### config.mk
export PLATFORM = sky130hd
export DESIGN_NAME = cmd_ind_port
export DESIGN_NICKNAME = d
export VERILOG_FILES = /design/src/rtl/cmdci_pkg.sv /design/src/rtl/cmdci_debounce.sv /design/src/rtl/cmdci_queue.sv /design/src/rtl/cmdci_txreg.sv /design/src/rtl/cmd_ind_port.sv
export SDC_FILE = /design/constraint.sdc
export NUM_CORES = 1
export LEC_CHECK = 0
export BUFFER_PORTS_ARGS = -buffer_cell sky130_fd_sc_hd__buf_2
export CAP_MARGIN = 10
export CELL_PAD_IN_SITES_DETAIL_PLACEMENT = 0
export CELL_PAD_IN_SITES_GLOBAL_PLACEMENT = 1
export CORE_UTILIZATION = 48
export DETAILED_ROUTE_END_ITERATION = 6
export GPL_ROUTABILITY_DRIVEN = 0
export HOLD_SLACK_MARGIN = 0.15
export PLACE_DENSITY = 0.88
export SYNTH_ARGS = -nofsm -noshare
export SYNTH_HDL_FRONTEND = slang
export SYNTH_SLANG_ARGS = --single-unit
### constraint.sdc
create_clock -name clk -period 4.7 [get_ports clk]
set_clock_uncertainty 0.15 [all_clocks]
set_input_delay 0.235 -clock clk [delete_from_list [all_inputs] [get_ports clk]]
set_output_delay 0.235 -clock clk [all_outputs]
set_load 0.01 [all_outputs]
### src/rtl/cmdci_pkg.sv
package cmdci_pkg;
   localparam int unsigned CI_W_DEF     = 4;
   localparam int unsigned CI_CONFIRM_1 = 1;
   localparam int unsigned CI_CONFIRM_2 = 2;
endpackage

### src/rtl/cmdci_debounce.sv
module cmdci_debounce #(
   parameter int unsigned  W        = cmdci_pkg::CI_W_DEF,
   parameter int unsigned  CONFIRM  = cmdci_pkg::CI_CONFIRM_2,
   parameter logic [W-1:0] RST_CODE = {W{1'b1}}
) (
   input  logic         clk,
   input  logic         rst_n,
   input  logic         stb_i,
   input  logic [W-1:0] code_i,
   output logic         accept_o,
   output logic [W-1:0] code_o
);
   logic [W-1:0] acc_q;
   logic         differs;

   assign differs = stb_i && (code_i != acc_q);
   assign code_o  = code_i;

   generate
      if (CONFIRM == cmdci_pkg::CI_CONFIRM_1) begin : g_single
         assign accept_o = differs;
      end else begin : g_double
         logic [W-1:0] cand_q;
         logic         cand_v;
         logic [W-1:0] seen_q;
         logic         seen_v;

         assign accept_o = differs && cand_v && (cand_q == code_i);

         always_ff @(posedge clk or negedge rst_n) begin
            if (!rst_n) begin
               cand_q <= RST_CODE;
               cand_v <= 1'b0;
            end else if (stb_i) begin
               if (differs && !accept_o) begin
                  cand_q <= code_i;
                  cand_v <= 1'b1;
               end else begin
                  cand_v <= 1'b0;
               end
            end
         end

         // independent record of the last strobed sample, used only by the check below
         always_ff @(posedge clk or negedge rst_n) begin
            if (!rst_n) begin
               seen_q <= RST_CODE;
               seen_v <= 1'b0;
            end else if (stb_i) begin
               seen_q <= code_i;
               seen_v <= 1'b1;
            end
         end

         p_two_sightings_r2: assert property (@(posedge clk) disable iff (!rst_n)
            accept_o |-> (seen_v && seen_q == code_i));
      end
   endgenerate

   always_ff @(posedge clk or negedge rst_n) begin
      if (!rst_n)        acc_q <= RST_CODE;
      else if (accept_o) acc_q <= code_i;
   end

   p_sample_on_stb_r4: assert property (@(posedge clk) disable iff (!rst_n)
      !stb_i |=> $stable(acc_q));

   p_same_code_quiet_r11: assert property (@(posedge clk) disable iff (!rst_n)
      (stb_i && code_i == acc_q) |-> !accept_o);
endmodule

### src/rtl/cmdci_queue.sv
module cmdci_queue #(
   parameter int unsigned  W        = cmdci_pkg::CI_W_DEF,
   parameter logic [W-1:0] RST_CODE = {W{1'b1}}
) (
   input  logic         clk,
   input  logic         rst_n,
   input  logic         push_i,
   input  logic [W-1:0] push_code_i,
   input  logic         rd_i,
   output logic [W-1:0] shown_o,
   output logic         chg_o,
   output logic         irq_o
);
   logic [W-1:0] shown_q, pend_q, n_shown, n_pend;
   logic         chg_q, pend_v, n_chg, n_pend_v, load;

   always_comb begin
      n_shown  = shown_q;
      n_chg    = chg_q;
      n_pend   = pend_q;
      n_pend_v = pend_v;
      load     = 1'b0;
      if (rd_i && chg_q) begin
         if (pend_v) begin
            n_shown  = pend_q;
            n_pend_v = 1'b0;
            load     = 1'b1;
         end else begin
            n_chg = 1'b0;
         end
      end
      if (push_i) begin
         if (!n_chg) begin
            n_shown = push_code_i;
            n_chg   = 1'b1;
            load    = 1'b1;
         end else begin
            n_pend   = push_code_i;
            n_pend_v = 1'b1;
         end
      end
   end

   always_ff @(posedge clk or negedge rst_n) begin
      if (!rst_n) begin
         shown_q <= RST_CODE;
         chg_q   <= 1'b0;
         pend_q  <= RST_CODE;
         pend_v  <= 1'b0;
         irq_o   <= 1'b0;
      end else begin
         shown_q <= n_shown;
         chg_q   <= n_chg;
         pend_q  <= n_pend;
         pend_v  <= n_pend_v;
         irq_o   <= load;
      end
   end

   assign shown_o = shown_q;
   assign chg_o   = chg_q;

   p_irq_with_chg_r5: assert property (@(posedge clk) disable iff (!rst_n)
      irq_o |-> chg_q);

   p_clear_needs_read_r6: assert property (@(posedge clk) disable iff (!rst_n)
      (chg_q && !rd_i) |=> chg_q);

   p_pop_reraises_r7: assert property (@(posedge clk) disable iff (!rst_n)
      (rd_i && chg_q && pend_v) |=> (chg_q && irq_o));

   p_head_kept_r8: assert property (@(posedge clk) disable iff (!rst_n)
      (chg_q && !rd_i) |=> $stable(shown_q));

   p_collide_loads_r9: assert property (@(posedge clk) disable iff (!rst_n)
      (rd_i && push_i) |=> chg_q);
endmodule

### src/rtl/cmdci_txreg.sv
module cmdci_txreg #(
   parameter int unsigned  W        = cmdci_pkg::CI_W_DEF,
   parameter logic [W-1:0] RST_CODE = {W{1'b1}}
) (
   input  logic         clk,
   input  logic         rst_n,
   input  logic         wr_i,
   input  logic [W-1:0] wdata_i,
   input  logic         stb_i,
   output logic [W-1:0] slot_o
);
   logic [W-1:0] hold_q;

   always_ff @(posedge clk or negedge rst_n) begin
      if (!rst_n) begin
         hold_q <= RST_CODE;
         slot_o <= RST_CODE;
      end else begin
         if (wr_i)  hold_q <= wdata_i;
         if (stb_i) slot_o <= hold_q;
      end
   end

   p_tx_hold_r10: assert property (@(posedge clk) disable iff (!rst_n)
      !stb_i |=> $stable(slot_o));
endmodule

### src/rtl/cmd_ind_port.sv
module cmd_ind_port #(
   parameter int unsigned       CODE_W         = cmdci_pkg::CI_W_DEF,
   parameter int unsigned       CONFIRM_FRAMES = cmdci_pkg::CI_CONFIRM_2,
   parameter logic [CODE_W-1:0] IDLE_CODE      = {CODE_W{1'b1}}
) (
   input  logic              clk,
   input  logic              rst_n,
   input  logic              frame_stb,
   input  logic [CODE_W-1:0] rx_code,
   output logic [CODE_W-1:0] tx_code,
   input  logic              host_tx_wr,
   input  logic [CODE_W-1:0] host_tx_data,
   input  logic              host_stat_rd,
   output logic [CODE_W-1:0] stat_code,
   output logic              stat_chg,
   output logic              irq
);
   initial begin
      a_width_ok: assert (CODE_W >= 1 && CODE_W <= 16);
      a_confirm_ok: assert (CONFIRM_FRAMES == cmdci_pkg::CI_CONFIRM_1 ||
                            CONFIRM_FRAMES == cmdci_pkg::CI_CONFIRM_2);
   end

   logic              accept;
   logic [CODE_W-1:0] accept_code;

   cmdci_debounce #(.W(CODE_W), .CONFIRM(CONFIRM_FRAMES), .RST_CODE(IDLE_CODE)) u_deb (
      .clk(clk), .rst_n(rst_n), .stb_i(frame_stb), .code_i(rx_code),
      .accept_o(accept), .code_o(accept_code));

   cmdci_queue #(.W(CODE_W), .RST_CODE(IDLE_CODE)) u_q (
      .clk(clk), .rst_n(rst_n), .push_i(accept), .push_code_i(accept_code),
      .rd_i(host_stat_rd), .shown_o(stat_code), .chg_o(stat_chg), .irq_o(irq));

   cmdci_txreg #(.W(CODE_W), .RST_CODE(IDLE_CODE)) u_tx (
      .clk(clk), .rst_n(rst_n), .wr_i(host_tx_wr), .wdata_i(host_tx_data),
      .stb_i(frame_stb), .slot_o(tx_code));
endmodule

## Word-level counts from Yosys, hierarchy flattened

Index checks and enable logic that the tools add are counted.

- Output and inout bits: 10
- Input bits: 13
- Logic and storage cells: 35
- Bits in registers: 28

- Equal/unequal tests: 2
- Reductions and logical operators: 8
- Muxes and demuxes: 15

Operators with widths:

| cell | number |
|---|---|
| two-way mux 4 bit | 4 |
| two-way mux 1 bit | 11 |
| logical AND 1 bit | 5 |
| == test 4 bit | 1 |
| inequality test 4 bit | 1 |
| AND reduction 2 bit | 2 |
| zero test 1 bit | 1 |

## Depth between registers and ports, before layout

Gate-level depths: netlist (run 1).

- Word-level depth: 7
- Mapped depth: 4
- Depth with buffers taken out: 4

## Cells and area by module

From an unflattened synthesis (run 1), not the netlist that was laid out.

- Cells, all modules: 95
- Area, all modules: 1307.5 µm²

Modules (own cells, without submodules):

| module | area an instance (µm²) | sequential area each (µm²) | cells an instance | times used |
|---|---|---|---|---|
| cmdci_queue | 526.8 | 285.3 | 43 | 1 |
| cmdci_debounce | 480.5 | 235.2 | 36 | 1 |
| cmdci_txreg | 300.3 | 210.2 | 16 | 1 |

## Least setup slack after synthesis (run 1)

Ideal clock, no wire load.

- Path type: reg-to-reg
- Start point: register u_deb.acc_q[3]
- End point: register u_deb.g_double.cand_q[0]
- Clock period less this slack: 1988 ps
- Path buffers: 0
- Path slack: 2712 ps
- Arrival: 1753 ps
- Cell stages (with the launch flop): 5
- Required time: 4465 ps
- Setup time: 85 ps
- Cells stage by stage: dfstp_2 -> xor2_1 -> o41ai_4 -> o21bai_4 -> mux2_1

- Word-level cells in the longest chain between the ends: 7

Ends and longest elaborated chain:

| element | line | source |
|---|---|---|
| from (decl) | cmdci_debounce.sv:13 | `logic [W-1:0] acc_q;` |
| from (signal assigned) | cmdci_debounce.sv:62 | `else if (accept_o) acc_q <= code_i;` |
| inequality test 4 bit (*) | cmdci_debounce.sv:16 | `assign differs = stb_i && (code_i != acc_q);` |
| logical AND 1 bit (*) | cmdci_debounce.sv:16 |  |
| logical AND 1 bit (2 in a row) | cmdci_debounce.sv:28 | `assign accept_o = differs && cand_v && (cand_q == code_i);` |
| zero test 1 bit | cmdci_debounce.sv:35 | `if (differs && !accept_o) begin` |
| logical AND 1 bit (*) | cmdci_debounce.sv:35 |  |
| AND reduction 2 bit (no line) (*) | n/a |  |
| to (signal assigned) | cmdci_debounce.sv:36 | `cand_q <= code_i;` |
| to (decl) | cmdci_debounce.sv:23 | `logic [W-1:0] cand_q;` |

Every way passes the cells marked *; elsewhere a longest branch is shown, timed or not.
A chain may end at the register's enable or synchronous reset.

## Worst setup path after layout (run 1)

- Start point: input rx_code[3]
- End point: register u_deb.g_double.cand_q[0]

- Word-level cells in the longest chain between the ends: 7
- Elaborated cells between the ends (all ways): 8
- Those cells by class: eq/ne (2); reduce/logical (6)

Ends and longest elaborated chain:

| element | line | source |
|---|---|---|
| from (decl) | cmd_ind_port.sv:9 | `input logic [CODE_W-1:0] rx_code,` |
| inequality test 4 bit | cmdci_debounce.sv:16 |  |
| logical AND 1 bit | cmdci_debounce.sv:16 |  |
| logical AND 1 bit (2 in a row) | cmdci_debounce.sv:28 |  |
| zero test 1 bit | cmdci_debounce.sv:35 |  |
| logical AND 1 bit (*) | cmdci_debounce.sv:35 |  |
| AND reduction 2 bit (no line) (*) | n/a |  |

Marks and branches as above.

==> impl_metrics.xml, run 1 <==
<?xml version="1.0" encoding="UTF-8"?>
<metrics>
  <group name="synthesis">
    <metric name="ys_ff_latch" unit="">28</metric>
    <metric name="synth-async-reset-ratio" unit="%">100</metric>
    <metric name="yosys.cell_types.count" unit="">20</metric>
    <metric name="yosys_most_used_dff" unit="">sky130_fd_sc_hd__dfstp_2</metric>
    <metric name="synth.top_cells.by_area" unit="">sky130_fd_sc_hd__dfstp_2 49%, sky130_fd_sc_hd__mux2_2 21%, sky130_fd_sc_hd__dfrtp_1 7.8%</metric>
    <metric name="synth_area_per_cell" unit="um^2">15.7</metric>
    <metric name="cell_taking_the_most_area_after_synthesis" unit="">sky130_fd_sc_hd__dfstp_2</metric>
    <metric name="synth_top_cell_area_share" unit="%">48.9</metric>
    <metric name="synth_edf_count" unit="">0</metric>
    <metric name="netlist_area" unit="mm^2">0.00129</metric>
    <metric name="postSynthNetCount" unit="">95</metric>
    <metric name="synth_cells" unit="">82</metric>
    <metric name="seq_area_frac_synth" unit="%">56.6</metric>
    <metric name="yosys_warnings" unit="">0</metric>
  </group>
  <group name="floorplan">
    <metric name="floorplan.io_pins" unit="">23</metric>
    <metric name="die_w" unit="um">53.8</metric>
    <metric name="dieArea" unit="mm^2">0.00290</metric>
    <metric name="coreArea" unit="mm^2">0.00250</metric>
    <metric name="placementRows" unit="">18</metric>
    <metric name="initial_utilization" unit="%">51.6</metric>
    <metric name="die_y" unit="um">53.8</metric>
  </group>
  <group name="drt">
    <metric name="drtPass1Iterations" unit="">2</metric>
    <metric name="detail_route.wirelength" unit="um">2200</metric>
    <metric name="final_antenna_net_count" unit="">0</metric>
    <metric name="drt-initial-drc-count" unit="">3</metric>
    <metric name="dr_total_vias" unit="">812</metric>
    <metric name="remaining_drc_errors" unit="">0</metric>
    <metric name="viasPerCell" unit="">5.31</metric>
    <metric name="wl_per_cell" unit="um">14.4</metric>
  </group>
  <group name="cts">
    <metric name="cts.sinks" unit="">28</metric>
    <metric name="clkTransAtPathRegs" unit="ns">0.14</metric>
    <metric name="tritoncts" unit="">built</metric>
    <metric name="cts.repair_timing.setup_buffer_count" unit="">0</metric>
    <metric name="cts_hold_buffers" unit="">15</metric>
    <metric name="worst_skew_pair.late_latency" unit="ns">0.33</metric>
    <metric name="clock_tree.htree_level_count" unit="">1</metric>
    <metric name="tritoncts.num_buffers" unit="">3</metric>
    <metric name="ctsLongestPathBuffers" unit="">2</metric>
    <metric name="ctsRootBufferMaster" unit="">sky130_fd_sc_hd__clkbuf_4</metric>
    <metric name="cts_repair_resize_count" unit="">0</metric>
  </group>
  <group name="grt">
    <metric name="grt.overflow.total" unit="">0</metric>
    <metric name="grtUsageMet3" unit="%">3.39</metric>
    <metric name="grt_busiest_layer" unit="">met2</metric>
    <metric name="antenna_found_initial" unit="">0</metric>
    <metric name="grt_first_pass_wirelength" unit="um">3530</metric>
    <metric name="m1_gr_usage" unit="%">23.7</metric>
    <metric name="grt_pass1_vias" unit="">764</metric>
    <metric name="global_route.usage.total" unit="%">17.9</metric>
    <metric name="pin_count_of_the_biggest_net_entering_global_routing" unit="">29</metric>
    <metric name="grtUsageMet2" unit="%">27.8</metric>
  </group>
  <group name="setup_path">
    <metric name="critPathRequiredTime" unit="ns">4.82</metric>
    <metric name="startpoint" unit="">rx_code[3]</metric>
    <metric name="kind_of_start_point_of_the_critical_path" unit="">primary input</metric>
    <metric name="worstPathMaxFanout" unit="">6</metric>
    <metric name="critical_path_data_arrival_time" unit="ns">2.38</metric>
    <metric name="crit_path_cell_trace" unit="">dlygate4sd3_1 -&gt; buf_2 -&gt; xor2_1 -&gt; o41ai_4 -&gt; o21bai_4 -&gt; mux2_1</metric>
    <metric name="cp_top_family" unit="">compound AO/OA/AOI/OAI gates</metric>
    <metric name="slowest_delay" unit="ns">0.64</metric>
    <metric name="worst-setup-path-type" unit="">in -&gt; reg</metric>
    <metric name="regToRegStartpoint" unit="">u_deb.acc_q[0]$_DFFE_PN1N_</metric>
    <metric name="cp_slowest_cell" unit="">sky130_fd_sc_hd__o41ai_4</metric>
    <metric name="endpoint_kind" unit="">flop</metric>
    <metric name="critical_path_buf_inv_count" unit="">2</metric>
  </group>
  <group name="sta">
    <metric name="rsz0062_at_grt" unit="">false</metric>
    <metric name="actual_transition_at_the_worst_max_transition_pin" unit="ns">0.611</metric>
    <metric name="final.min_clock_period" unit="ns">2.26</metric>
    <metric name="slew-limit-headroom" unit="%">59.3</metric>
    <metric name="final-hold-violation-count" unit="">0</metric>
    <metric name="setup_total_negative_slack" unit="ns">0</metric>
    <metric name="timing.final.crit_share" unit="%">48.0</metric>
    <metric name="final_max_slew_viol_count" unit="">0</metric>
    <metric name="timing.fmax" unit="MHz">443</metric>
    <metric name="setup_violations" unit="">0</metric>
  </group>
  <group name="final_layout">
    <metric name="antenna-diode-count" unit="">0</metric>
    <metric name="area_growth" unit="%">25.1</metric>
    <metric name="share_of_cells_above_drive_strength_1" unit="%">63.4</metric>
    <metric name="nets" unit="">137</metric>
    <metric name="final_cell_count_no_fill" unit="">153</metric>
  </group>
  <group name="placement">
    <metric name="portBuffers" unit="">22</metric>
    <metric name="dp_hpwl" unit="um">1540</metric>
    <metric name="placed_cells" unit="">134</metric>
  </group>
  <group name="power_and_ir_drop">
    <metric name="cellPowerDensity" unit="mW/mm^2">410</metric>
    <metric name="vdd_ir_drop_max" unit="mV">0.294</metric>
    <metric name="power.leakage" unit="uW">0.000687</metric>
  </group>
  <group name="flow_run">
    <metric name="maxcap_violations" unit="">0</metric>
  </group>
  <group name="min_path">
    <metric name="hold_path.class" unit="">in -&gt; async</metric>
  </group>
  <group name="run_status">
    <metric name="status" unit="">finished, final reports clean</metric>
  </group>
</metrics>
==> cells by family after synthesis <==
kind of cell	count (synthesis)	share of synthesized area [%]
buffers and inverters	2	0.582
flip-flops	28	56.6
AO/OA/AOI/OAI	7	6.31
AND/OR/NAND/NOR	9	6.59
multiplexers	28	24.4
XOR/XNOR	8	5.43
==> power by group <==
group | internal [uW] | switching [uW]
sequential | 332 | 31.2
clock | 33.3 | 68.1
combinational | 104 | 93.9
==> state kept, by name (all words and copies together), names as in the netlist <==
| signal | count |
|---|---|
| u_deb.acc_q | 4 |
| u_deb.g_double.cand_q | 4 |
| u_deb.g_double.cand_v | 1 |
| u_q.chg_o | 1 |
| u_q.irq_o | 1 |
| u_q.pend_q | 4 |
| u_q.pend_v | 1 |
| u_q.shown_o | 4 |
| u_tx.hold_q | 4 |
| u_tx.slot_o | 4 |
==> metrics by stage <==
step	setup WS (ns)	util (%)	cell area [um^2]	total power (uW)	hold WS [ns]
detailed placement	2.58	57.5	1440	556	0.130
global placement	2.63	57.5	1440	547	0.112
CTS	2.43	64.6	1610	669	0.292
floorplan	2.71	-	1290	500	-0.211
finish	2.44	64.6	1610	662	0.280
global route	2.38	64.6	1610	704	0.331
==> synthesized netlist by cell type (2+ instances only) <==
library cell / instances
sky130_fd_sc_hd__o21ai_0: 2
sky130_fd_sc_hd__inv_1: 2
sky130_fd_sc_hd__dfrtp_1: 4
sky130_fd_sc_hd__mux2_2: 24
sky130_fd_sc_hd__mux2_1: 4
sky130_fd_sc_hd__nand3_1: 3
sky130_fd_sc_hd__dfstp_2: 24
sky130_fd_sc_hd__xnor2_1: 4
sky130_fd_sc_hd__xor2_1: 4
==> worst paths after layout <==
check / cells past startpoint / slack (ns) / endpoint
setup / recovery: 6 / 2.44 / u_deb.g_double.cand_q[0]$_DFFE_PN1P_
hold / removal: 2 / 0.28 / u_q.pend_v$_DFF_PN0_
setup reg to reg: 4 / 2.59 / u_deb.g_double.cand_q[0]$_DFFE_PN1P_
hold reg to reg: 2 / 0.41 / u_deb.g_double.cand_v$_DFFE_PN0P_
max in group asynchronous: 2 / 3.72 / u_q.irq_o$_DFF_PN0_
min in group clk: 2 / 0.41 / u_deb.g_double.cand_v$_DFFE_PN0P_
==> placed cells by master (no fill, tap or decap), types with 2 or more instances in the layout <==
cell / count
sky130_fd_sc_hd__dfstp_2: 24
sky130_fd_sc_hd__dlygate4sd3_1: 15
sky130_fd_sc_hd__mux2_2: 24
sky130_fd_sc_hd__xnor2_1: 4
sky130_fd_sc_hd__mux2_1: 4
sky130_fd_sc_hd__clkbuf_4: 3
sky130_fd_sc_hd__inv_1: 2
sky130_fd_sc_hd__dfrtp_1: 4
sky130_fd_sc_hd__xor2_1: 4
sky130_fd_sc_hd__o21ai_0: 2
sky130_fd_sc_hd__buf_2: 22
sky130_fd_sc_hd__nand3_1: 3
==> final cells by class <==
type	count	area, um^2
fill	200	886
sequential	28	731
multi-input combinational	52	552
timing repair buffer	37	260
tap	30	37.5
clock buffer	4	26.3
inverter	2	7.51
==> per-layer routing <==
metal  up-vias  share of wire, %  routed length [um]
met1       404                46                1010
li1        383                 -                   -
met4         0               1.9                  42
met5         -                 0                   0
met2        20                49                1080
met3         5               3.4                  75
==> worst reg2reg max path, cell delays in order (launching register included) <==
cell and delay, ns:
sky130_fd_sc_hd__dfstp_2 0.56, sky130_fd_sc_hd__xor2_1 0.10, sky130_fd_sc_hd__o41ai_4 0.62, sky130_fd_sc_hd__o21bai_4 0.27, sky130_fd_sc_hd__mux2_1 0.35
(Power assumes the default switching activity.)
==> run 2: changes to the inputs <==
--- a/config.mk
+++ b/config.mk
@@ -5,15 +5,16 @@
 export SDC_FILE = /design/constraint.sdc
 export NUM_CORES = 1
 export LEC_CHECK = 0
+export ABC_AREA = 1
 export BUFFER_PORTS_ARGS = -buffer_cell sky130_fd_sc_hd__buf_2
 export CAP_MARGIN = 10
 export CELL_PAD_IN_SITES_DETAIL_PLACEMENT = 0
 export CELL_PAD_IN_SITES_GLOBAL_PLACEMENT = 1
-export CORE_UTILIZATION = 48
+export CORE_UTILIZATION = 36
 export DETAILED_ROUTE_END_ITERATION = 6
 export GPL_ROUTABILITY_DRIVEN = 0
 export HOLD_SLACK_MARGIN = 0.15
-export PLACE_DENSITY = 0.88
+export PLACE_DENSITY = 0.8
 export SYNTH_ARGS = -nofsm -noshare
 export SYNTH_HDL_FRONTEND = slang
 export SYNTH_SLANG_ARGS = --single-unit
==> constraint.sdc (replaced) <==
create_clock -name clk -period 1.9 [get_ports clk]
set_clock_uncertainty 0.15 [all_clocks]
set_input_delay 0.095 -clock clk [delete_from_list [all_inputs] [get_ports clk]]
set_output_delay 0.095 -clock clk [all_outputs]
set_load 0.01 [all_outputs]
==> run 2 against run 1 <==
Net effect: combinational power grew 150%; cell count grew 65%; total power increased to 2.8 times the previous value; global-route usage shrank 1.7 points; critical path type unchanged; via count up 39%; sequential share of layout area down 2.8 points; worst setup slack got worse by 2.3 ns; highest routed layer unchanged; critical path depth rose by 4; first-iteration DRC count grew to 15 times the previous value.
==> impl_metrics.xml, run 2 <==
<?xml version="1.0" encoding="UTF-8"?>
<metrics>
  <group name="grt">
    <metric name="grt.overflow.total" unit="">0</metric>
    <metric name="grt_pass1_vias" unit="">1032</metric>
    <metric name="pin_count_of_the_biggest_net_entering_global_routing" unit="">29</metric>
    <metric name="global_route.usage.total" unit="%">16.2</metric>
    <metric name="antenna_found_initial" unit="">0</metric>
    <metric name="grt_first_pass_wirelength" unit="um">4970</metric>
  </group>
  <group name="drt">
    <metric name="dr_total_vias" unit="">1125</metric>
    <metric name="drtPass1Iterations" unit="">4</metric>
    <metric name="wl_per_cell" unit="um">10.9</metric>
    <metric name="detail_route.wirelength" unit="um">2750</metric>
    <metric name="remaining_drc_errors" unit="">0</metric>
    <metric name="viasPerCell" unit="">4.45</metric>
    <metric name="final_antenna_net_count" unit="">0</metric>
    <metric name="drt-initial-drc-count" unit="">46</metric>
  </group>
  <group name="synthesis">
    <metric name="cell_taking_the_most_area_after_synthesis" unit="">sky130_fd_sc_hd__dfstp_2</metric>
    <metric name="yosys_warnings" unit="">0</metric>
    <metric name="netlist_area" unit="mm^2">0.00133</metric>
    <metric name="seq_area_frac_synth" unit="%">55.0</metric>
    <metric name="postSynthNetCount" unit="">179</metric>
    <metric name="yosys.cell_types.count" unit="">17</metric>
    <metric name="yosys.cell_count.top_type" unit="">sky130_fd_sc_hd__nand2_1</metric>
    <metric name="post_synth_most_frequent_cells" unit="">71 x sky130_fd_sc_hd__nand2_1, 26 x sky130_fd_sc_hd__o21ai_0, 24 x sky130_fd_sc_hd__dfstp_2, 21 x sky130_fd_sc_hd__inv_1, 6 x sky130_fd_sc_hd__nand3_1</metric>
    <metric name="synth-async-reset-ratio" unit="%">100</metric>
    <metric name="synth_top_cell_area_share" unit="%">47.5</metric>
    <metric name="yosys_most_used_dff" unit="">sky130_fd_sc_hd__dfstp_2</metric>
    <metric name="synth_area_per_cell" unit="um^2">8.00</metric>
    <metric name="synth_edf_count" unit="">0</metric>
    <metric name="synth.top_cells.by_area" unit="">sky130_fd_sc_hd__dfstp_2 47%, sky130_fd_sc_hd__nand2_1 20%, sky130_fd_sc_hd__o21ai_0 9.8%</metric>
    <metric name="ys_ff_latch" unit="">28</metric>
    <metric name="synth_cells" unit="">166</metric>
  </group>
  <group name="power_and_ir_drop">
    <metric name="seq_power_share" unit="%">48.9</metric>
    <metric name="power.share.combinational" unit="%">26.0</metric>
    <metric name="vdd_ir_drop_max" unit="mV">0.371</metric>
    <metric name="cellPowerDensity" unit="mW/mm^2">1080</metric>
    <metric name="power.leakage" unit="uW">0.000823</metric>
    <metric name="clock_power_share" unit="%">25.1</metric>
    <metric name="total_switching_power" unit="uW">551</metric>
    <metric name="swShare" unit="%">29.7</metric>
    <metric name="report.power.total" unit="uW">1860</metric>
    <metric name="power.internal" unit="uW">1310</metric>
  </group>
  <group name="floorplan">
    <metric name="floorplan.io_pins" unit="">23</metric>
    <metric name="coreArea" unit="mm^2">0.00344</metric>
    <metric name="placementRows" unit="">21</metric>
    <metric name="die_y" unit="um">62.8</metric>
    <metric name="dieArea" unit="mm^2">0.00394</metric>
    <metric name="initial_utilization" unit="%">38.6</metric>
    <metric name="die_w" unit="um">62.8</metric>
  </group>
  <group name="setup_path">
    <metric name="critPathRequiredTime" unit="ns">1.96</metric>
    <metric name="worst-setup-path-type" unit="">in -&gt; reg</metric>
    <metric name="crit_path_cell_trace" unit="">dlygate4sd3_1 -&gt; buf_2 -&gt; inv_1 -&gt; nand2_1 -&gt; nand2_1 -&gt; nor2_1 -&gt; a21oi_1 -&gt; nand3_1 -&gt; nand2_1 -&gt; nand2_1</metric>
    <metric name="r2r_cells" unit="">8</metric>
    <metric name="cp_slowest_cell" unit="">sky130_fd_sc_hd__dlygate4sd3_1</metric>
    <metric name="critical_path_buf_inv_count" unit="">3</metric>
    <metric name="endpoint_kind" unit="">flop</metric>
    <metric name="regToRegStartpoint" unit="">u_deb.acc_q[1]$_DFFE_PN1N_</metric>
    <metric name="rrSetupSlack" unit="ns">0.21</metric>
    <metric name="kind_of_start_point_of_the_critical_path" unit="">primary input</metric>
    <metric name="slowest_delay" unit="ns">0.53</metric>
    <metric name="critical_path_data_arrival_time" unit="ns">1.80</metric>
    <metric name="critical_path.reg2reg.endpoint" unit="">u_q.chg_o$_DFF_PN0_</metric>
    <metric name="cp_top_family" unit="">buffers and inverters</metric>
    <metric name="worstPathMaxFanout" unit="">5</metric>
    <metric name="most_repeated_library_cell_on_the_critical_path" unit="">sky130_fd_sc_hd__nand2_1</metric>
  </group>
  <group name="placement">
    <metric name="dp_hpwl" unit="um">1930</metric>
    <metric name="portBuffers" unit="">22</metric>
    <metric name="placed_area" unit="mm^2">0.00149</metric>
  </group>
  <group name="sta">
    <metric name="final.min_clock_period" unit="ns">1.74</metric>
    <metric name="final_max_slew_viol_count" unit="">0</metric>
    <metric name="rsz0062_at_grt" unit="">false</metric>
    <metric name="timing.final.crit_share" unit="%">91.4</metric>
    <metric name="setup_total_negative_slack" unit="ns">0</metric>
    <metric name="actual_transition_at_the_worst_max_transition_pin" unit="ns">0.612</metric>
    <metric name="timing.fmax" unit="MHz">576</metric>
    <metric name="final-hold-violation-count" unit="">0</metric>
    <metric name="setup_violations" unit="">0</metric>
    <metric name="slew-limit-headroom" unit="%">59.2</metric>
  </group>
  <group name="cts">
    <metric name="ctsLongestPathBuffers" unit="">2</metric>
    <metric name="worst_skew_pair.late_latency" unit="ns">0.27</metric>
    <metric name="tritoncts" unit="">built</metric>
    <metric name="tritoncts.num_buffers" unit="">3</metric>
    <metric name="cts.sinks" unit="">28</metric>
    <metric name="clkTransAtPathRegs" unit="ns">0.09</metric>
    <metric name="cts.repair_timing.setup_buffer_count" unit="">0</metric>
    <metric name="clock_tree.htree_level_count" unit="">1</metric>
    <metric name="ctsRootBufferMaster" unit="">sky130_fd_sc_hd__clkbuf_8</metric>
  </group>
  <group name="final_layout">
    <metric name="most_common_cell_after_layout_fill_and_taps_aside" unit="">sky130_fd_sc_hd__nand2_1</metric>
    <metric name="area_growth" unit="%">29.4</metric>
    <metric name="stdcell_area" unit="mm^2">0.00172</metric>
    <metric name="share_of_cells_above_drive_strength_1" unit="%">27.1</metric>
    <metric name="layout.cells.most_common_list" unit="">70 x sky130_fd_sc_hd__nand2_1, 25 x sky130_fd_sc_hd__o21ai_0, 24 x sky130_fd_sc_hd__dfstp_2</metric>
    <metric name="nets" unit="">221</metric>
    <metric name="postLayoutCoreUtil" unit="%">49.9</metric>
    <metric name="antenna-diode-count" unit="">0</metric>
  </group>
  <group name="run_status">
    <metric name="status" unit="">finished, final reports clean</metric>
  </group>
  <group name="flow_run">
    <metric name="maxcap_violations" unit="">0</metric>
  </group>
  <group name="min_path">
    <metric name="hold_path.class" unit="">in -&gt; async</metric>
  </group>
</metrics>
==> run 2: cell count changes in the layout (fill, tap and decap cells not counted), sizes merged, moves of 2 or more <==
| cell | delta |
|---|---|
| nand3 | +4 |
| inv | +19 |
| nor3 | -2 |
| o21ai | +24 |
| mux2 | -28 |
| nor2 | +6 |
| xnor2 | -3 |
| xor2 | -4 |
| nand2 | +70 |
==> run 2: what timing repair did <==
| action | in CTS | in global routing |
|---|---|---|
| setup endpoints to repair | 0 | 7 |
| endpoints found under the hold margin | 54 | 4 |
| resized for setup | 0 | 2 |
| hold buffers | 19 | 1 |
==> run 2: logic make-up (layout without fill, tap and decap cells) <==
kind of cell | after synthesis | after routing | synth area share [%]
simple gates | 85 | 85 | 26.0
compound gates | 28 | 28 | 10.7
flops | 28 | 28 | 55.0
buf+inv | 24 | 65 | 7.63
xor+xnor | 1 | 1 | 0.659
==> run 2: metal layers <==
metal	routed length [um]	global-route usage (%)	part of all wire [%]
met3	88	3.65	3.2
met1	1360	22.2	49
met4	36	7.56	1.3
met5	0	0	0
met2	1270	24.3	46
==> run 2: power groups by stage <==
stage                     Combinational, uW  Clock (uW)  Sequential [uW]
after floorplan                         292           0              930
after global placement                  440           0              904
after detailed placement                456           0              917
after CTS                               493         485              907
after global routing                    554         515              932
final                                   484         466              908
==> run 2: per-stage QoR <==
step                worst slack [ns]  hold WS (ns)  instances
floorplan                      0.404        -0.351        166
global placement               0.312       -0.0186        233
detailed placement             0.237       -0.0103        233
CTS                           0.0285         0.226        256
global route                 0.00890         0.244        253
finish                         0.163         0.212        253
==> run 2: worst max-delay path by stage <==
stage	from	cells after the start	slack, ns	to
final	rx_code[0]	10	0.16	u_q.pend_q[3]$_DFFE_PN1P_
after global routing	rx_code[0]	10	0.009	u_q.pend_q[3]$_DFFE_PN1P_
after CTS	host_tx_data[1]	6	0.03	u_tx.hold_q[1]$_DFFE_PN1P_
after detailed placement	u_deb.g_double.cand_q[0]$_DFFE_PN1P_	8	0.24	u_deb.acc_q[3]$_DFFE_PN1N_
after global placement	u_deb.g_double.cand_q[0]$_DFFE_PN1P_	8	0.31	u_q.pend_q[1]$_DFFE_PN1P_
after floorplan	u_deb.g_double.cand_q[0]$_DFFE_PN1P_	9	0.40	u_q.pend_q[0]$_DFFE_PN1P_
==> run 2: area by class of cell <==
type | instances | area [um^2]
clock buffers | 3 | 41.3
clock inverters | 1 | 30.0
fillers | 338 | 1720
inverters | 22 | 82.6
multi-input cells | 114 | 499
flip-flops and latches | 28 | 731
well taps | 46 | 57.6
repair buffers | 39 | 278
==> run 3: changes to the inputs <==
--- a/config.mk
+++ b/config.mk
@@ -8,13 +8,15 @@
 export ABC_AREA = 1
 export BUFFER_PORTS_ARGS = -buffer_cell sky130_fd_sc_hd__buf_2
 export CAP_MARGIN = 10
-export CELL_PAD_IN_SITES_DETAIL_PLACEMENT = 0
-export CELL_PAD_IN_SITES_GLOBAL_PLACEMENT = 1
-export CORE_UTILIZATION = 36
+export CELL_PAD_IN_SITES_DETAIL_PLACEMENT = 1
+export CELL_PAD_IN_SITES_GLOBAL_PLACEMENT = 2
+export CORE_MARGIN = 1
+export CORE_UTILIZATION = 28
+export CTS_BUF_LIST = sky130_fd_sc_hd__clkbuf_4 sky130_fd_sc_hd__clkbuf_8 sky130_fd_sc_hd__clkbuf_16
 export DETAILED_ROUTE_END_ITERATION = 6
 export GPL_ROUTABILITY_DRIVEN = 0
 export HOLD_SLACK_MARGIN = 0.15
-export PLACE_DENSITY = 0.8
+export PLACE_DENSITY = 0.79
 export SYNTH_ARGS = -nofsm -noshare
 export SYNTH_HDL_FRONTEND = slang
 export SYNTH_SLANG_ARGS = --single-unit
==> run 3 against run 2 <==
Net effect: worst hold slack improved by 0.011 ns; final area down 0.44%; register-to-register slack about the same; sequential power barely moved; global-route usage decreased by 2.4 points; wire length grew 13%; die area up 28%; sequential share of layout area increased by 0.19 points; largest cell class unchanged; highest routed layer unchanged.
==> impl_metrics.xml, run 3 (synthesis results as in run 2) <==
<?xml version="1.0" encoding="UTF-8"?>
<metrics>
  <group name="final_layout">
    <metric name="antenna-diode-count" unit="">0</metric>
    <metric name="nets" unit="">223</metric>
    <metric name="most_common_cell_after_layout_fill_and_taps_aside" unit="">sky130_fd_sc_hd__nand2_1</metric>
    <metric name="area_growth" unit="%">28.8</metric>
    <metric name="layout.cells.most_common_list" unit="">71 x sky130_fd_sc_hd__nand2_1, 26 x sky130_fd_sc_hd__o21ai_0, 24 x sky130_fd_sc_hd__dfstp_2</metric>
    <metric name="postLayoutCoreUtil" unit="%">38.5</metric>
    <metric name="fill_cells" unit="">551</metric>
    <metric name="share_of_cells_above_drive_strength_1" unit="%">26.4</metric>
  </group>
  <group name="setup_path">
    <metric name="endpoint_kind" unit="">flop</metric>
    <metric name="slowest_delay" unit="ns">0.54</metric>
    <metric name="critical_path.reg2reg.endpoint" unit="">u_q.pend_q[1]$_DFFE_PN1P_</metric>
    <metric name="r2r_cells" unit="">8</metric>
    <metric name="worstPathMaxFanout" unit="">9</metric>
    <metric name="critical_path_data_arrival_time" unit="ns">1.80</metric>
    <metric name="worst-setup-path-type" unit="">in -&gt; reg</metric>
    <metric name="cp_slowest_cell" unit="">sky130_fd_sc_hd__dlygate4sd3_1</metric>
    <metric name="timing.critical_path.to" unit="">u_deb.g_double.cand_q[0]$_DFFE_PN1P_</metric>
    <metric name="crit_path_cell_trace" unit="">dlygate4sd3_1 -&gt; buf_2 -&gt; inv_1 -&gt; nand2_1 -&gt; nand2_1 -&gt; nor2_1 -&gt; a21oi_1 -&gt; nand2_1 -&gt; o21ai_0</metric>
    <metric name="critical_path_cell_count" unit="">9</metric>
    <metric name="kind_of_start_point_of_the_critical_path" unit="">primary input</metric>
    <metric name="startpoint" unit="">rx_code[0]</metric>
    <metric name="most_repeated_library_cell_on_the_critical_path" unit="">sky130_fd_sc_hd__nand2_1</metric>
    <metric name="cp_top_family" unit="">buffers and inverters</metric>
    <metric name="rrSetupSlack" unit="ns">0.20</metric>
    <metric name="critical_path_buf_inv_count" unit="">3</metric>
    <metric name="regToRegStartpoint" unit="">u_deb.g_double.cand_q[1]$_DFFE_PN1P_</metric>
    <metric name="critPathRequiredTime" unit="ns">1.94</metric>
  </group>
  <group name="drt">
    <metric name="drtPass1Iterations" unit="">6</metric>
    <metric name="final_antenna_net_count" unit="">0</metric>
    <metric name="viasPerCell" unit="">4.44</metric>
    <metric name="dr_total_vias" unit="">1154</metric>
    <metric name="wl_per_cell" unit="um">12.0</metric>
    <metric name="remaining_drc_errors" unit="">0</metric>
    <metric name="drt-initial-drc-count" unit="">61</metric>
    <metric name="detail_route.wirelength" unit="um">3110</metric>
  </group>
  <group name="floorplan">
    <metric name="floorplan.io_pins" unit="">23</metric>
    <metric name="die_w" unit="um">70.9</metric>
    <metric name="placementRows" unit="">24</metric>
    <metric name="dieArea" unit="mm^2">0.00503</metric>
    <metric name="coreArea" unit="mm^2">0.00444</metric>
    <metric name="die_y" unit="um">70.9</metric>
    <metric name="initial_utilization" unit="%">29.9</metric>
  </group>
  <group name="cts">
    <metric name="worst_skew_pair.late_latency" unit="ns">0.27</metric>
    <metric name="cts_repair_resize_count" unit="">0</metric>
    <metric name="ctsLongestPathBuffers" unit="">2</metric>
    <metric name="clkTransAtPathRegs" unit="ns">0.10</metric>
    <metric name="tritoncts.num_buffers" unit="">3</metric>
    <metric name="clock_tree.htree_level_count" unit="">1</metric>
    <metric name="ctsRootBufferMaster" unit="">sky130_fd_sc_hd__clkbuf_8</metric>
    <metric name="cts.repair_timing.setup_buffer_count" unit="">0</metric>
    <metric name="cts.sinks" unit="">28</metric>
    <metric name="tritoncts" unit="">built</metric>
  </group>
  <group name="placement">
    <metric name="portBuffers" unit="">22</metric>
    <metric name="placement_stage_worst_setup_slack" unit="ns">0.203</metric>
    <metric name="dp_hpwl" unit="um">2220</metric>
  </group>
  <group name="power_and_ir_drop">
    <metric name="power.internal" unit="uW">1170</metric>
    <metric name="total_switching_power" unit="uW">541</metric>
    <metric name="power.share.combinational" unit="%">28.2</metric>
    <metric name="seq_power_share" unit="%">53.0</metric>
    <metric name="clock_power_share" unit="%">18.8</metric>
    <metric name="vdd_ir_drop_max" unit="mV">0.337</metric>
    <metric name="cellPowerDensity" unit="mW/mm^2">998</metric>
    <metric name="power.leakage" unit="uW">0.000818</metric>
    <metric name="swShare" unit="%">31.6</metric>
  </group>
  <group name="sta">
    <metric name="slew-limit-headroom" unit="%">57.1</metric>
    <metric name="rsz0062_at_grt" unit="">true</metric>
    <metric name="final-hold-violation-count" unit="">0</metric>
    <metric name="timing.fmax" unit="MHz">569</metric>
    <metric name="actual_transition_at_the_worst_max_transition_pin" unit="ns">0.643</metric>
    <metric name="final.setup.worst_slack" unit="ns">0.141</metric>
    <metric name="setup_violations" unit="">0</metric>
    <metric name="timing.final.crit_share" unit="%">92.6</metric>
    <metric name="final.min_clock_period" unit="ns">1.76</metric>
    <metric name="final_max_slew_viol_count" unit="">0</metric>
  </group>
  <group name="grt">
    <metric name="pin_count_of_the_biggest_net_entering_global_routing" unit="">29</metric>
    <metric name="global_route.usage.total" unit="%">13.9</metric>
    <metric name="antenna_found_initial" unit="">0</metric>
    <metric name="grt_first_pass_wirelength" unit="um">5590</metric>
    <metric name="grt.overflow.total" unit="">0</metric>
    <metric name="grt_pass1_vias" unit="">1209</metric>
  </group>
  <group name="min_path">
    <metric name="hold_path.class" unit="">in -&gt; async</metric>
  </group>
  <group name="flow_run">
    <metric name="maxcap_violations" unit="">0</metric>
  </group>
  <group name="run_status">
    <metric name="status" unit="">finished, final reports clean</metric>
  </group>
</metrics>
run 3: cell types whose count changed in the layout (fill, tap and decap cells not counted), sizes merged:
cell	before	now
bufinv	1	0
buf	23	24
dlygate4sd3	16	17
run 3: power by group through the flow:
stage | Combinational [uW] | Clock [uW] | Sequential, uW
3_3_place_gp | 450 | 0 | 906
6_report | 482 | 321 | 906
4_1_cts | 492 | 348 | 908
5_1_grt | 568 | 363 | 931
3_5_place_dp | 461 | 0 | 918
2_1_floorplan | 292 | 0 | 930
run 3: stage by stage:
stage / hold WS, ns / area, um^2 / total power (uW) / TNS [ns] / cells
final: 0.223 / 1710 / 1710 / 0 / 260
after global routing: 0.268 / 1710 / 1860 / -0.144 / 260
after global placement: -0.00441 / 1500 / 1360 / 0 / 240
after floorplan: -0.351 / 1330 / 1220 / 0 / 166
after detailed placement: 0.0113 / 1500 / 1380 / 0 / 240
after CTS: 0.241 / 1710 / 1750 / 0 / 260
run 3: layout make-up:
| class | count | area, um^2 | area share, % |
|---|---|---|---|
| clock buffers | 3 | 41.3 | 2.41 |
| inverters | 22 | 82.6 | 4.82 |
| multi-input cells | 114 | 497 | 29.0 |
| flip-flops and latches | 28 | 731 | 42.7 |
| well taps | 52 | 65.1 | 3.80 |
| repair buffers | 41 | 295 | 17.3 |
run 3: per-layer routing:
layer | up-vias | part of all wire [%] | GRT usage (%)
met5 | - | 0 | 0
met4 | 0 | 0.71 | 3.56
met1 | 536 | 49 | 18.8
li1 | 596 | - | -
met2 | 18 | 48 | 23.1
met3 | 4 | 2.2 | 2.42
run 3: what timing repair did:
item                       4_1_cts  5_1_grt
hold endpoints to repair        54        1
hold buffers                    17        1
setup endpoints to repair        0        6
run 3: worst min path at each step:
| stage | endpoint | slack, ns | cells past startpoint |
|---|---|---|---|
| 2_1_floorplan | u_deb.g_double.cand_v$_DFFE_PN0P_ | -0.35 | 0 |
| 3_3_place_gp | u_q.irq_o$_DFF_PN0_ | -0.004 | 1 |
| 3_5_place_dp | u_q.irq_o$_DFF_PN0_ | 0.01 | 1 |
| 4_1_cts | u_q.irq_o$_DFF_PN0_ | 0.24 | 2 |
| 5_1_grt | u_q.irq_o$_DFF_PN0_ | 0.27 | 2 |
| 6_report | u_q.irq_o$_DFF_PN0_ | 0.22 | 2 |
run 3: worst register-to-register path, stage by stage (launching register included):
cell	delay, ns
sky130_fd_sc_hd__dfstp_2	0.54
sky130_fd_sc_hd__inv_1	0.05
sky130_fd_sc_hd__nand2_1	0.06
sky130_fd_sc_hd__nand2_1	0.05
sky130_fd_sc_hd__nor2_1	0.12
sky130_fd_sc_hd__nand3_2	0.12
sky130_fd_sc_hd__nor2_4	0.34
sky130_fd_sc_hd__nand3_1	0.12
sky130_fd_sc_hd__nand2_1	0.10
